[src/rtl/tmr_pkg.sv]
`timescale 1ns / 1ps
package tmr_pkg;

  localparam int BYTE_W  = 8;
  localparam int LOW13_W = 5;
  localparam int NUM_TMR = 2;
  localparam int ADDR_W  = 3;
  localparam int NIB_W   = 4;

  localparam logic [ADDR_W-1:0] ADDR_CTRL = 3'd0;
  localparam logic [ADDR_W-1:0] ADDR_MODE = 3'd1;
  localparam logic [ADDR_W-1:0] ADDR_TL0  = 3'd2;
  localparam logic [ADDR_W-1:0] ADDR_TH0  = 3'd3;
  localparam logic [ADDR_W-1:0] ADDR_TL1  = 3'd4;
  localparam logic [ADDR_W-1:0] ADDR_TH1  = 3'd5;

  // control byte bit positions
  localparam int CB_TF1 = 7;
  localparam int CB_TR1 = 6;
  localparam int CB_TF0 = 5;
  localparam int CB_TR0 = 4;

  typedef enum logic [1:0] {
    MODE_13B   = 2'd0,
    MODE_16B   = 2'd1,
    MODE_8RL   = 2'd2,
    MODE_SPLIT = 2'd3
  } tmr_mode_e;

  typedef struct packed {
    logic      gate;
    logic      cnt_ext;
    tmr_mode_e mode;
  } tmr_cfg_t;

  typedef struct packed {
    logic [BYTE_W-1:0] tl;
    logic [BYTE_W-1:0] th;
    logic              ovf;
  } step_t;

  // one step of an 8-bit half: {carry, sum}
  function automatic logic [BYTE_W:0] byte_inc(input logic [BYTE_W-1:0] v);
    return {1'b0, v} + (BYTE_W+1)'(1);
  endfunction

  // one count step of the low/high pair in the given mode
  function automatic step_t step_count(input tmr_mode_e mode,
                                       input logic [BYTE_W-1:0] tl,
                                       input logic [BYTE_W-1:0] th);
    step_t             r;
    logic [LOW13_W:0]  lo_sum;
    logic [BYTE_W:0]   b_sum;
    logic [2*BYTE_W:0] w_sum;
    r      = '{tl: tl, th: th, ovf: 1'b0};
    lo_sum = '0;
    b_sum  = '0;
    w_sum  = '0;
    case (mode)
      MODE_13B: begin
        lo_sum = {1'b0, tl[LOW13_W-1:0]} + (LOW13_W+1)'(1);
        r.tl[LOW13_W-1:0] = lo_sum[LOW13_W-1:0];
        if (lo_sum[LOW13_W]) begin
          b_sum = byte_inc(th);
          r.th  = b_sum[BYTE_W-1:0];
          r.ovf = b_sum[BYTE_W];
        end
      end
      MODE_16B: begin
        w_sum = {1'b0, th, tl} + (2*BYTE_W+1)'(1);
        r.tl  = w_sum[BYTE_W-1:0];
        r.th  = w_sum[2*BYTE_W-1:BYTE_W];
        r.ovf = w_sum[2*BYTE_W];
      end
      MODE_8RL: begin
        if (&tl) begin
          r.tl  = th;
          r.ovf = 1'b1;
        end else begin
          r.tl = tl + BYTE_W'(1);
        end
      end
      default: begin
        b_sum = byte_inc(tl);
        r.tl  = b_sum[BYTE_W-1:0];
        r.ovf = b_sum[BYTE_W];
      end
    endcase
    return r;
  endfunction

endpackage

[src/rtl/tmr_prescaler.sv]
`timescale 1ns / 1ps
module tmr_prescaler #(
  parameter int DIV = 12
) (
  input  logic clk,
  input  logic rst_n,
  output logic tick
);
  localparam int CNT_W = (DIV > 1) ? $clog2(DIV) : 1;
  localparam logic [CNT_W-1:0] LAST = CNT_W'(DIV - 1);

  logic [CNT_W-1:0] cnt_q;

  assign tick = (cnt_q == LAST);

  always_ff @(posedge clk or negedge rst_n) begin
    if (!rst_n)    cnt_q <= '0;
    else if (tick) cnt_q <= '0;
    else           cnt_q <= cnt_q + CNT_W'(1);
  end
endmodule

[src/rtl/tmr_pin_sync.sv]
`timescale 1ns / 1ps
module tmr_pin_sync #(
  parameter int WIDTH  = 2,
  parameter int STAGES = 2
) (
  input  logic             clk,
  input  logic             rst_n,
  input  logic [WIDTH-1:0] pin_async,
  output logic [WIDTH-1:0] pin_sync
);
  logic [WIDTH-1:0] chain [STAGES];

  for (genvar s = 0; s < STAGES; s++) begin : g_stage
    if (s == 0) begin : g_first
      always_ff @(posedge clk or negedge rst_n) begin
        if (!rst_n) chain[s] <= '0;
        else        chain[s] <= pin_async;
      end
    end else begin : g_rest
      always_ff @(posedge clk or negedge rst_n) begin
        if (!rst_n) chain[s] <= '0;
        else        chain[s] <= chain[s-1];
      end
    end
  end

  assign pin_sync = chain[STAGES-1];
endmodule

[src/rtl/tmr_unit.sv]
`timescale 1ns / 1ps
module tmr_unit
  import tmr_pkg::*;
#(
  parameter bit SPLIT_CAP = 1'b0
) (
  input  logic              clk,
  input  logic              rst_n,
  input  tmr_mode_e         mode,
  input  logic              adv_lo,
  input  logic              adv_hi,
  input  logic              wr_lo,
  input  logic              wr_hi,
  input  logic [BYTE_W-1:0] wdata,
  output logic [BYTE_W-1:0] tl,
  output logic [BYTE_W-1:0] th,
  output logic              ovf_lo,
  output logic              ovf_hi
);
  logic [BYTE_W-1:0] tl_q, th_q;
  step_t             lo_step;
  logic [BYTE_W:0]   hi_step;
  logic              lo_active;
  logic              hi_split;

  // a unit without split capability is frozen in mode 3
  assign lo_active = adv_lo && (SPLIT_CAP || (mode != MODE_SPLIT));
  assign hi_split  = SPLIT_CAP && adv_hi && (mode == MODE_SPLIT);

  always_comb begin
    lo_step = step_count(mode, tl_q, th_q);
    hi_step = byte_inc(th_q);
  end

  assign ovf_lo = lo_active && lo_step.ovf;
  assign ovf_hi = hi_split && hi_step[BYTE_W];

  always_ff @(posedge clk or negedge rst_n) begin
    if (!rst_n) begin
      tl_q <= '0;
      th_q <= '0;
    end else begin
      if (wr_lo)          tl_q <= wdata;
      else if (lo_active) tl_q <= lo_step.tl;

      if (wr_hi)          th_q <= wdata;
      else if (hi_split)  th_q <= hi_step[BYTE_W-1:0];
      else if (lo_active) th_q <= lo_step.th;
    end
  end

  assign tl = tl_q;
  assign th = th_q;
endmodule

[src/rtl/tmr_pair.sv]
`timescale 1ns / 1ps
module tmr_pair
  import tmr_pkg::*;
#(
  parameter int PRESCALE    = 12,
  parameter int SYNC_STAGES = 2
) (
  input  logic              clk,
  input  logic              rst_n,
  input  logic              sfr_we,
  input  logic [ADDR_W-1:0] sfr_addr,
  input  logic [BYTE_W-1:0] sfr_wdata,
  output logic [BYTE_W-1:0] sfr_rdata,
  input  logic [NUM_TMR-1:0] cnt_pin,
  input  logic [NUM_TMR-1:0] gate_pin,
  output logic [NUM_TMR-1:0] ovf_flag,
  output logic              t1_ovf_pulse
);
  logic [BYTE_W-1:0]  mode_q;
  logic [NUM_TMR-1:0] tr_q;
  logic [NUM_TMR-1:0] tf_q;
  logic               t1_pulse_q;

  logic               pre_tick;
  logic [NUM_TMR-1:0] cnt_lvl, gate_lvl, cnt_prev, cnt_fall;
  logic [NUM_TMR-1:0] adv_lo;
  tmr_cfg_t           cfg [NUM_TMR];

  logic              ctrl_wr;
  logic              t0_split, t0_adv_hi;
  logic [BYTE_W-1:0] t0_tl, t0_th, t1_tl, t1_th;
  logic              t0_ovf_lo, t0_ovf_hi, t1_ovf_lo, t1_ovf_hi;
  logic              tf1_set;

  tmr_prescaler #(.DIV(PRESCALE)) u_pre (
    .clk(clk), .rst_n(rst_n), .tick(pre_tick)
  );

  tmr_pin_sync #(.WIDTH(NUM_TMR), .STAGES(SYNC_STAGES)) u_cnt_sync (
    .clk(clk), .rst_n(rst_n), .pin_async(cnt_pin), .pin_sync(cnt_lvl)
  );

  tmr_pin_sync #(.WIDTH(NUM_TMR), .STAGES(SYNC_STAGES)) u_gate_sync (
    .clk(clk), .rst_n(rst_n), .pin_async(gate_pin), .pin_sync(gate_lvl)
  );

  always_ff @(posedge clk or negedge rst_n) begin
    if (!rst_n) cnt_prev <= '0;
    else        cnt_prev <= cnt_lvl;
  end
  assign cnt_fall = cnt_prev & ~cnt_lvl;

  // per-unit configuration decode and advance qualification
  for (genvar i = 0; i < NUM_TMR; i++) begin : g_ctl
    logic gate_ok, src_tick;
    assign cfg[i]    = tmr_cfg_t'(mode_q[NIB_W*i +: NIB_W]);
    assign gate_ok   = !cfg[i].gate || gate_lvl[i];
    assign src_tick  = cfg[i].cnt_ext ? cnt_fall[i] : pre_tick;
    assign adv_lo[i] = tr_q[i] && gate_ok && src_tick;
  end

  assign t0_split  = (cfg[0].mode == MODE_SPLIT);
  assign t0_adv_hi = tr_q[1] && pre_tick;
  assign ctrl_wr   = sfr_we && (sfr_addr == ADDR_CTRL);

  tmr_unit #(.SPLIT_CAP(1'b1)) u_t0 (
    .clk(clk), .rst_n(rst_n), .mode(cfg[0].mode),
    .adv_lo(adv_lo[0]), .adv_hi(t0_adv_hi),
    .wr_lo(sfr_we && (sfr_addr == ADDR_TL0)),
    .wr_hi(sfr_we && (sfr_addr == ADDR_TH0)),
    .wdata(sfr_wdata), .tl(t0_tl), .th(t0_th),
    .ovf_lo(t0_ovf_lo), .ovf_hi(t0_ovf_hi)
  );

  tmr_unit #(.SPLIT_CAP(1'b0)) u_t1 (
    .clk(clk), .rst_n(rst_n), .mode(cfg[1].mode),
    .adv_lo(adv_lo[1]), .adv_hi(1'b0),
    .wr_lo(sfr_we && (sfr_addr == ADDR_TL1)),
    .wr_hi(sfr_we && (sfr_addr == ADDR_TH1)),
    .wdata(sfr_wdata), .tl(t1_tl), .th(t1_th),
    .ovf_lo(t1_ovf_lo), .ovf_hi(t1_ovf_hi)
  );

  // flag 1 belongs to unit 0's upper half while unit 0 is split
  assign tf1_set = t0_split ? t0_ovf_hi : (t1_ovf_lo || t1_ovf_hi);

  always_ff @(posedge clk or negedge rst_n) begin
    if (!rst_n) begin
      mode_q     <= '0;
      tr_q       <= '0;
      tf_q       <= '0;
      t1_pulse_q <= 1'b0;
    end else begin
      t1_pulse_q <= t1_ovf_lo;
      if (sfr_we && (sfr_addr == ADDR_MODE)) mode_q <= sfr_wdata;
      if (ctrl_wr) begin
        tr_q <= {sfr_wdata[CB_TR1], sfr_wdata[CB_TR0]};
        tf_q <= {sfr_wdata[CB_TF1], sfr_wdata[CB_TF0]};
      end else begin
        if (t0_ovf_lo) tf_q[0] <= 1'b1;
        if (tf1_set)   tf_q[1] <= 1'b1;
      end
    end
  end

  always_comb begin
    sfr_rdata = '0;
    case (sfr_addr)
      ADDR_CTRL: begin
        sfr_rdata[CB_TF1] = tf_q[1];
        sfr_rdata[CB_TR1] = tr_q[1];
        sfr_rdata[CB_TF0] = tf_q[0];
        sfr_rdata[CB_TR0] = tr_q[0];
      end
      ADDR_MODE: sfr_rdata = mode_q;
      ADDR_TL0:  sfr_rdata = t0_tl;
      ADDR_TH0:  sfr_rdata = t0_th;
      ADDR_TL1:  sfr_rdata = t1_tl;
      ADDR_TH1:  sfr_rdata = t1_th;
      default:   sfr_rdata = '0;
    endcase
  end

  assign ovf_flag     = tf_q;
  assign t1_ovf_pulse = t1_pulse_q;
endmodule

[config.mk]
export PLATFORM = sky130hd
export DESIGN_NAME = tmr_pair
export DESIGN_NICKNAME = d
export VERILOG_FILES = /design/src/rtl/tmr_pkg.sv /design/src/rtl/tmr_prescaler.sv /design/src/rtl/tmr_pin_sync.sv /design/src/rtl/tmr_unit.sv /design/src/rtl/tmr_pair.sv
export SDC_FILE = /design/constraint.sdc
export NUM_CORES = 1
export LEC_CHECK = 0
export BUFFER_PORTS_ARGS = -buffer_cell sky130_fd_sc_hd__buf_4
export CORE_MARGIN = 10
export CORE_UTILIZATION = 45
export DETAILED_ROUTE_END_ITERATION = 16
export HOLD_SLACK_MARGIN = 0.03
export PLACE_DENSITY_LB_ADDON = 0.2
export SYNTH_ARGS = -nofsm -noshare
export SYNTH_HDL_FRONTEND = slang
export SYNTH_SLANG_ARGS = --single-unit
export TNS_END_PERCENT = 30
[constraint.sdc]
create_clock -name clk -period 2.1 [get_ports clk]
set_input_delay 0 -clock clk [delete_from_list [all_inputs] [get_ports clk]]
set_output_delay 0 -clock clk [all_outputs]
set_load 0.01 [all_outputs]
==> results of run 1 <==
cells in the final DEF, fill, tap and decap left out, types with 10 or more instances in the layout:
cell type,Yosys,final
clkbuf_8,0,13
nand2_1,61,60
buf_4,1,59
o21ai_0,51,51
dfrtp_1,59,59
nor3_1,12,12
inv_1,14,14
nor2_1,36,36
dlygate4sd3_1,0,13
mux2i_1,13,13
nand3_1,20,20
ha_1,14,12
xnor2_1,10,10
nand4_1,10,10
a21oi_1,27,27
worst min-delay path, delay by kind of cell:
kind	cells	cell delay [ps]
AO/OA/AOI/OAI	1	50
buffers and inverters	1	110
AND/OR/NAND/NOR	2	210
worst max-delay path by stage:
stage	cells after the start	slack [ps]	endpoint
3_3_place_gp	6	100	u_t0.th[4]
5_1_grt	7	-30	u_t1.th[6]
6_report	6	90	u_t0.tl[0]
4_1_cts	7	20	ovf_flag[1]
2_1_floorplan	8	100	u_t0.th[4]
3_5_place_dp	6	40	u_t0.th[4]
power by group through the flow:
stage	combinational (W)	sequential, W	clock [W]
6_report	0.00200	0.00191	0.00112
3_3_place_gp	0.00189	0.00190	0
4_1_cts	0.00195	0.00189	0.00114
3_5_place_dp	0.00192	0.00191	0
5_1_grt	0.00223	0.00196	0.00119
2_1_floorplan	0.00130	0.00179	0
cells by family (layout without fill, tap and decap cells):
| kind of cell | Yosys count | in the layout | share of synthesized area, % |
|---|---|---|---|
| and+or+nand+nor | 187 | 187 | 22.39 |
| AOI/OAI and AO/OA | 153 | 153 | 24.55 |
| DFF | 59 | 59 | 35.86 |
| buffers and inverters | 37 | 101 | 3.494 |
| muxes | 22 | 22 | 5.621 |
| xor gates and xnor gates | 18 | 18 | 3.829 |
| adders and majority gates | 14 | 14 | 4.254 |
routing by layer:
metal	wire, µm	GRT usage [%]	vias up
met3	1050	3.721	20
li1	-	-	1925
met2	5176	27.19	172
met1	5946	27.48	1950
met4	253	7.673	0
met5	0	0	-
sequential cells by signal (all words and copies together) (netlist names), 4 cells and up:
register     cells
mode_q           8
u_t0.th          8
u_t0.tl          8
u_t1.th          8
u_t1.tl          8
u_pre.cnt_q      4
metrics by stage:
step	TNS (ps)	power, W	hold slack [ps]	std cells
2_1_floorplan	0	0.003084	-295.6	490
3_3_place_gp	0	0.003788	109.7	634
3_5_place_dp	0	0.003839	110.4	634
4_1_cts	0	0.004984	56.27	662
5_1_grt	-53.02	0.005384	89.23	662
6_report	0	0.005030	72.26	662
timing repair:
action | 4_1_cts | 5_1_grt
endpoints found under the setup margin | 0 | 18
resized for setup | 0 | 13
hold buffers | 13 | 0
endpoints found under the hold margin | 106 | 0
cell type report:
type                    instances  area (µm²)
repair buffers                 72       573.1
multi-input cells             394        2546
flip-flops and latches         59        1476
clock buffers                  14       182.7
well taps                     108       135.1
clock inverters                 1       30.03
fillers                       811        3810
inverters                      14       52.55
==> metrics.yaml, run 1 <==
outcome:
  outcome: "completed"
critical_path:
  cp_top_family: "compound AO/OA/AOI/OAI gates"
  cp-startpoint: "u_t0.tl[1]"
  critPathKind: "register to register"
  path_max_fanout: 5
  critPathRequiredTime_ps: 2310
  rr_worst_depth: 6
  cpPeakStageDelay_ps: 510
  timing.rr.end: "u_t0.tl[0]"
  timing.rr.start: "u_t0.tl[1]"
  rrSetupSlack_ps: 90
  path_buf_inv: 0
  cp-start-kind: "register"
  arrival_ps: 2220
  critical_path.cell_chain: "ha_1, nand4_2, or2_1, a2111o_1, a221oi_1, o31ai_1"
  end_kind: "register"
  cp_slowest_cell: "a2111o_1"
clock_network:
  clock_sinks: 59
  numCtsBuffers: 9
  clkSlewWorstSetupHoldPaths_ps: 70
  cts_tree: "yes"
  htree_levels: 3
  cts_setup_buffers: 0
  root_buffer: "clkbuf_8"
  clockBufferDepth: 2
  insertion_delay_ps: 340
synth:
  synth_seq_cells: 59
  syn_area_mm2: 0.004118
  synth_cell_types: 64
  avgSynthCellArea_um2: 8.403
  synth.yosys.seq_area_share_pct: 35.86
  synth_top_area_share_pct: 35.86
  ys_top_cells_by_count: "61 x nand2_1, 59 x dfrtp_1, 51 x o21ai_0, 36 x nor2_1, 27 x a21oi_1"
  syn-instance-count: 490
  synthTopCellsByArea: "dfrtp_1 36%, o21ai_0 6.2%, nand2_1 5.6%"
  synthesis.nets: 522
  yosysWarnings: 0
  synth_edf_count: 0
  synth_ff_type: "dfrtp_1"
  yosysMostFrequentCell: "nand2_1"
  synth_area_leader_cell: "dfrtp_1"
  synthArstFlopShare_pct: 100.0
timing:
  post-route-worst-setup-slack_ps: 85.19
  fin_skew_ps: 8.096
  final_max_slew_viol_count: 0
  final-setup-viol-count: 0
  relSlewSlack_pct: 48.89
  finalCritPeriodShare_pct: 95.94
  final_hold_viol_count: 0
  rsz0062_at_grt: "yes"
  fmax_ghz: 0.4963
  period_needed_ps: 2015
  worst_pin_slew_ps: 766.6
global_routing:
  overflow: 0
  grt_use_total_pct: 19.05
  grt_max_degree: 60
  grt_pass1_wl_um: 20270
  antenna_found_initial: 0
  grt_pass1_vias: 3904
final_layout:
  layout-drive-gt1-share_pct: 18.95
  num-nets-final: 582
  diodes: 0
  final_area_mm2: 0.004996
  post-route-util_pct: 56.73
  area_delta_synth_final_pct: 21.33
place:
  port_buffers: 28
  hpwl_um: 9264
  place.gp.congestion: 0.8952
  place_ws_ps: 38.42
  placed_cell_area_mm2: 0.004604
floorplan:
  initial_utilization_pct: 46.76
  die_w_um: 115.7
  die_h_um: 115.7
  die_area_mm2: 0.01338
  core_area_mm2: 0.008806
  io_pins: 29
  fp-row-count: 34
detailed_routing:
  wirelength_um: 12430
  dr.pass1.iters: 5
  wire_per_inst_um: 18.77
  drt-initial-drc-count: 390
  drc: 0
  via_per_inst: 6.144
  drtAntennaViolNets: 0
  via_count: 4067
hold_path:
  hold_path_end: "u_t0.tl[3]"
  hold_path_depth: 4
  hold_path_class: "primary input to register"
  min_from: "sfr_we"
pwr:
  power_density_mw_per_mm2: 1007
  power_switching_w: 0.001996
  power.internal_w: 0.003034
  p_sw_share_pct: 39.68
  seqPwrFrac_pct: 38.0
  combPwrFrac_pct: 39.8
  vdd_drop_max_v: 0.0004458
  cellLeakagePower_nw: 2.052
  clkPwrFrac_pct: 22.2
flow_run:
  cap_violations: 0
Power figures use the tool's default switching activity.
==> run 2: changes to the inputs <==
Settings changed: PLACE_DENSITY from default to 0.66, PLACE_DENSITY_LB_ADDON 0.2 to default.
==> metrics.yaml, run 2 (synthesized netlist as in run 1, its figures left out) <==
hold_path:
  hold_path_class: "primary input to register"
  min_from: "sfr_we"
timing:
  final_hold_viol_count: 0  # unchanged
  worst_pin_slew_ps: 789.6  # +23.03 ps
  rsz0062_at_grt: "yes"
  final-setup-viol-count: 0  # unchanged
  post-route-worst-setup-slack_ps: 79.73  # -5.464 ps
  period_needed_ps: 2020  # +5.464 ps
  fin_setup_tns_ps: 0  # unchanged
  relSlewSlack_pct: 47.36  # -1.5 points
  finalCritPeriodShare_pct: 96.20  # +0.26 points
  fmax_ghz: 0.4950  # -0.27%
  final_max_slew_viol_count: 0  # unchanged
  fin_skew_ps: 14.87  # +6.771 ps
final_layout:
  mostFrequentLayoutCells: "61 x nand2_1, 58 x dfrtp_1, 56 x buf_4, 51 x o21ai_0, 35 x nor2_1"
  post_layout_nonfiller_instances: 659  # -0.45%
  fill_cells: 831  # +2.5%
  multiInputGateArea_mm2: 0.002540  # -0.25%
  layout-drive-gt1-share_pct: 18.51  # -0.44 points
  post-route-util_pct: 56.45  # -0.28 points
  num-nets-final: 579  # -0.52%
  final_common_cell: "nand2_1"
  final-seq-area_mm2: 0.001478  # about the same
  diodes: 0  # unchanged
  area_delta_synth_final_pct: 20.72
global_routing:
  grt_pass1_vias: 3825  # -2.0%
  grt_pass1_wl_um: 20600  # +1.6%
  antenna_found_initial: 0  # unchanged
  grt_max_degree: 60  # unchanged
  grt_use_total_pct: 19.55  # +0.51 points
  overflow: 0  # unchanged
critical_path:
  critical_path.cell_chain: "ha_1, and3b_1, and3_1, nor2_4, nand2_1, a32o_1, a31o_2"
  critPathRequiredTime_ps: 2330  # +20 ps
  cpPeakStageDelay_ps: 400  # -110 ps
  critPathKind: "register to register"
  timing.rr.start: "u_pre.cnt_q[0]"
  cp-startpoint: "u_pre.cnt_q[0]"
  path_max_fanout: 5  # unchanged
  cp_slowest_cell: "dfrtp_1"
  rrSetupSlack_ps: 80  # about the same
  end_kind: "register"
  cp-start-kind: "register"
  arrival_ps: 2250  # +30 ps
detailed_routing:
  via_per_inst: 6.285  # +2.3%
  via_count: 4142  # +1.8%
  wirelength_um: 13120  # +5.5%
  dr.pass1.iters: 5  # unchanged
  drc: 0  # unchanged
  wire_per_inst_um: 19.90  # +6.0%
  drt-initial-drc-count: 459  # +18%
  drtAntennaViolNets: 0  # unchanged
place:
  port_buffers: 28  # unchanged
  dp_cells: 631  # -0.47%
  place.gp.congestion: 0.9344  # +4.4%
  place_ws_ps: 65.20  # +26.78 ps
  hpwl_um: 9274  # +0.11%
floorplan:
  io_pins: 29  # unchanged
  initial_utilization_pct: 46.76  # unchanged
  fp-row-count: 34  # unchanged
  die_w_um: 115.7  # unchanged
  core_area_mm2: 0.008806  # unchanged
  die_area_mm2: 0.01338  # unchanged
  die_h_um: 115.7  # unchanged
pwr:
  power_density_mw_per_mm2: 1041  # +3.4%
  vdd_drop_max_v: 0.0003927  # -12%
  cellLeakagePower_nw: 2.043  # -0.43%
clock_network:
  clkSlewWorstSetupHoldPaths_ps: 70  # about the same
  root_buffer: "clkbuf_8"
  numCtsBuffers: 9  # unchanged
  htree_levels: 3  # unchanged
  cts_setup_buffers: 0  # unchanged
  cts_tree: "yes"
  clockBufferDepth: 2  # unchanged
  insertion_delay_ps: 350  # about the same
  clock_sinks: 59  # unchanged
flow_run:
  cap_violations: 0  # unchanged
outcome:
  outcome: "completed"
## run 2: changes by cell type in the layout (fill, tap and decap cells not counted), sizes merged
cell      delta
buf          -3
bufinv       +1
clkbuf       -4
clkinv       +2
clkinvlp     +1
## run 2: power by group
part	internal (W)	leakage, nW	switching, W	total (W)
sequential	0.00145	0.707	0.000501	0.00195
clock	0.000690	0.108	0.000493	0.00118
combinational	0.000918	1.23	0.00113	0.00204
total	0.00305	2.04	0.00212	0.00517
## run 2: cell type report
class,instances,area share (%)
Sequential cell,59,29.73
Tap cell,108,2.718
Timing Repair Buffer,69,11.07
Multi-Input combinational cell,394,51.09
Clock inverter,5,1.561
Clock buffer,10,2.769
Inverter,14,1.057
## run 2: worst paths after layout
kind,depth (start not counted),endpoint
min in group asynchronous,2,u_t1.th[0]
max in group asynchronous,2,u_t0.tl[2]
max,7,u_t0.th[4]
max reg2reg,7,u_t0.th[4]
min,4,u_t0.tl[4]
min reg2reg,0,u_gate_sync.pin_sync[1]
## run 2: per-layer routing
metal  GRT usage (%)  share of wire, %
met1           27.96                45
met2           28.18                43
met3           3.721                10
met4           8.090               2.4
met5               0                 0
## run 2: critical path: cells and delay by family, from the launching register on
family,cells,cell delay (ps)
AND/OR/NAND/NOR,4,790
flip-flops,1,400
AO/OA/AOI/OAI,2,470
adder cells (fa/ha/maj),1,250
## run 2: timing repair
item	CTS	global route
endpoints found under the hold margin	104	0
gates resized for setup	0	11
hold buffers	13	0
endpoints found under the setup margin	0	13
## run 2: stage by stage
step	total power (W)	hold WS [ps]	instance area, µm²
after CTS	0.005079	48.72	4927
after detailed placement	0.003878	110.5	4582
final	0.005173	65.53	4971
after global routing	0.005468	92.31	4971
after global placement	0.003838	109.1	4582
after floorplan	0.003084	-295.6	4118
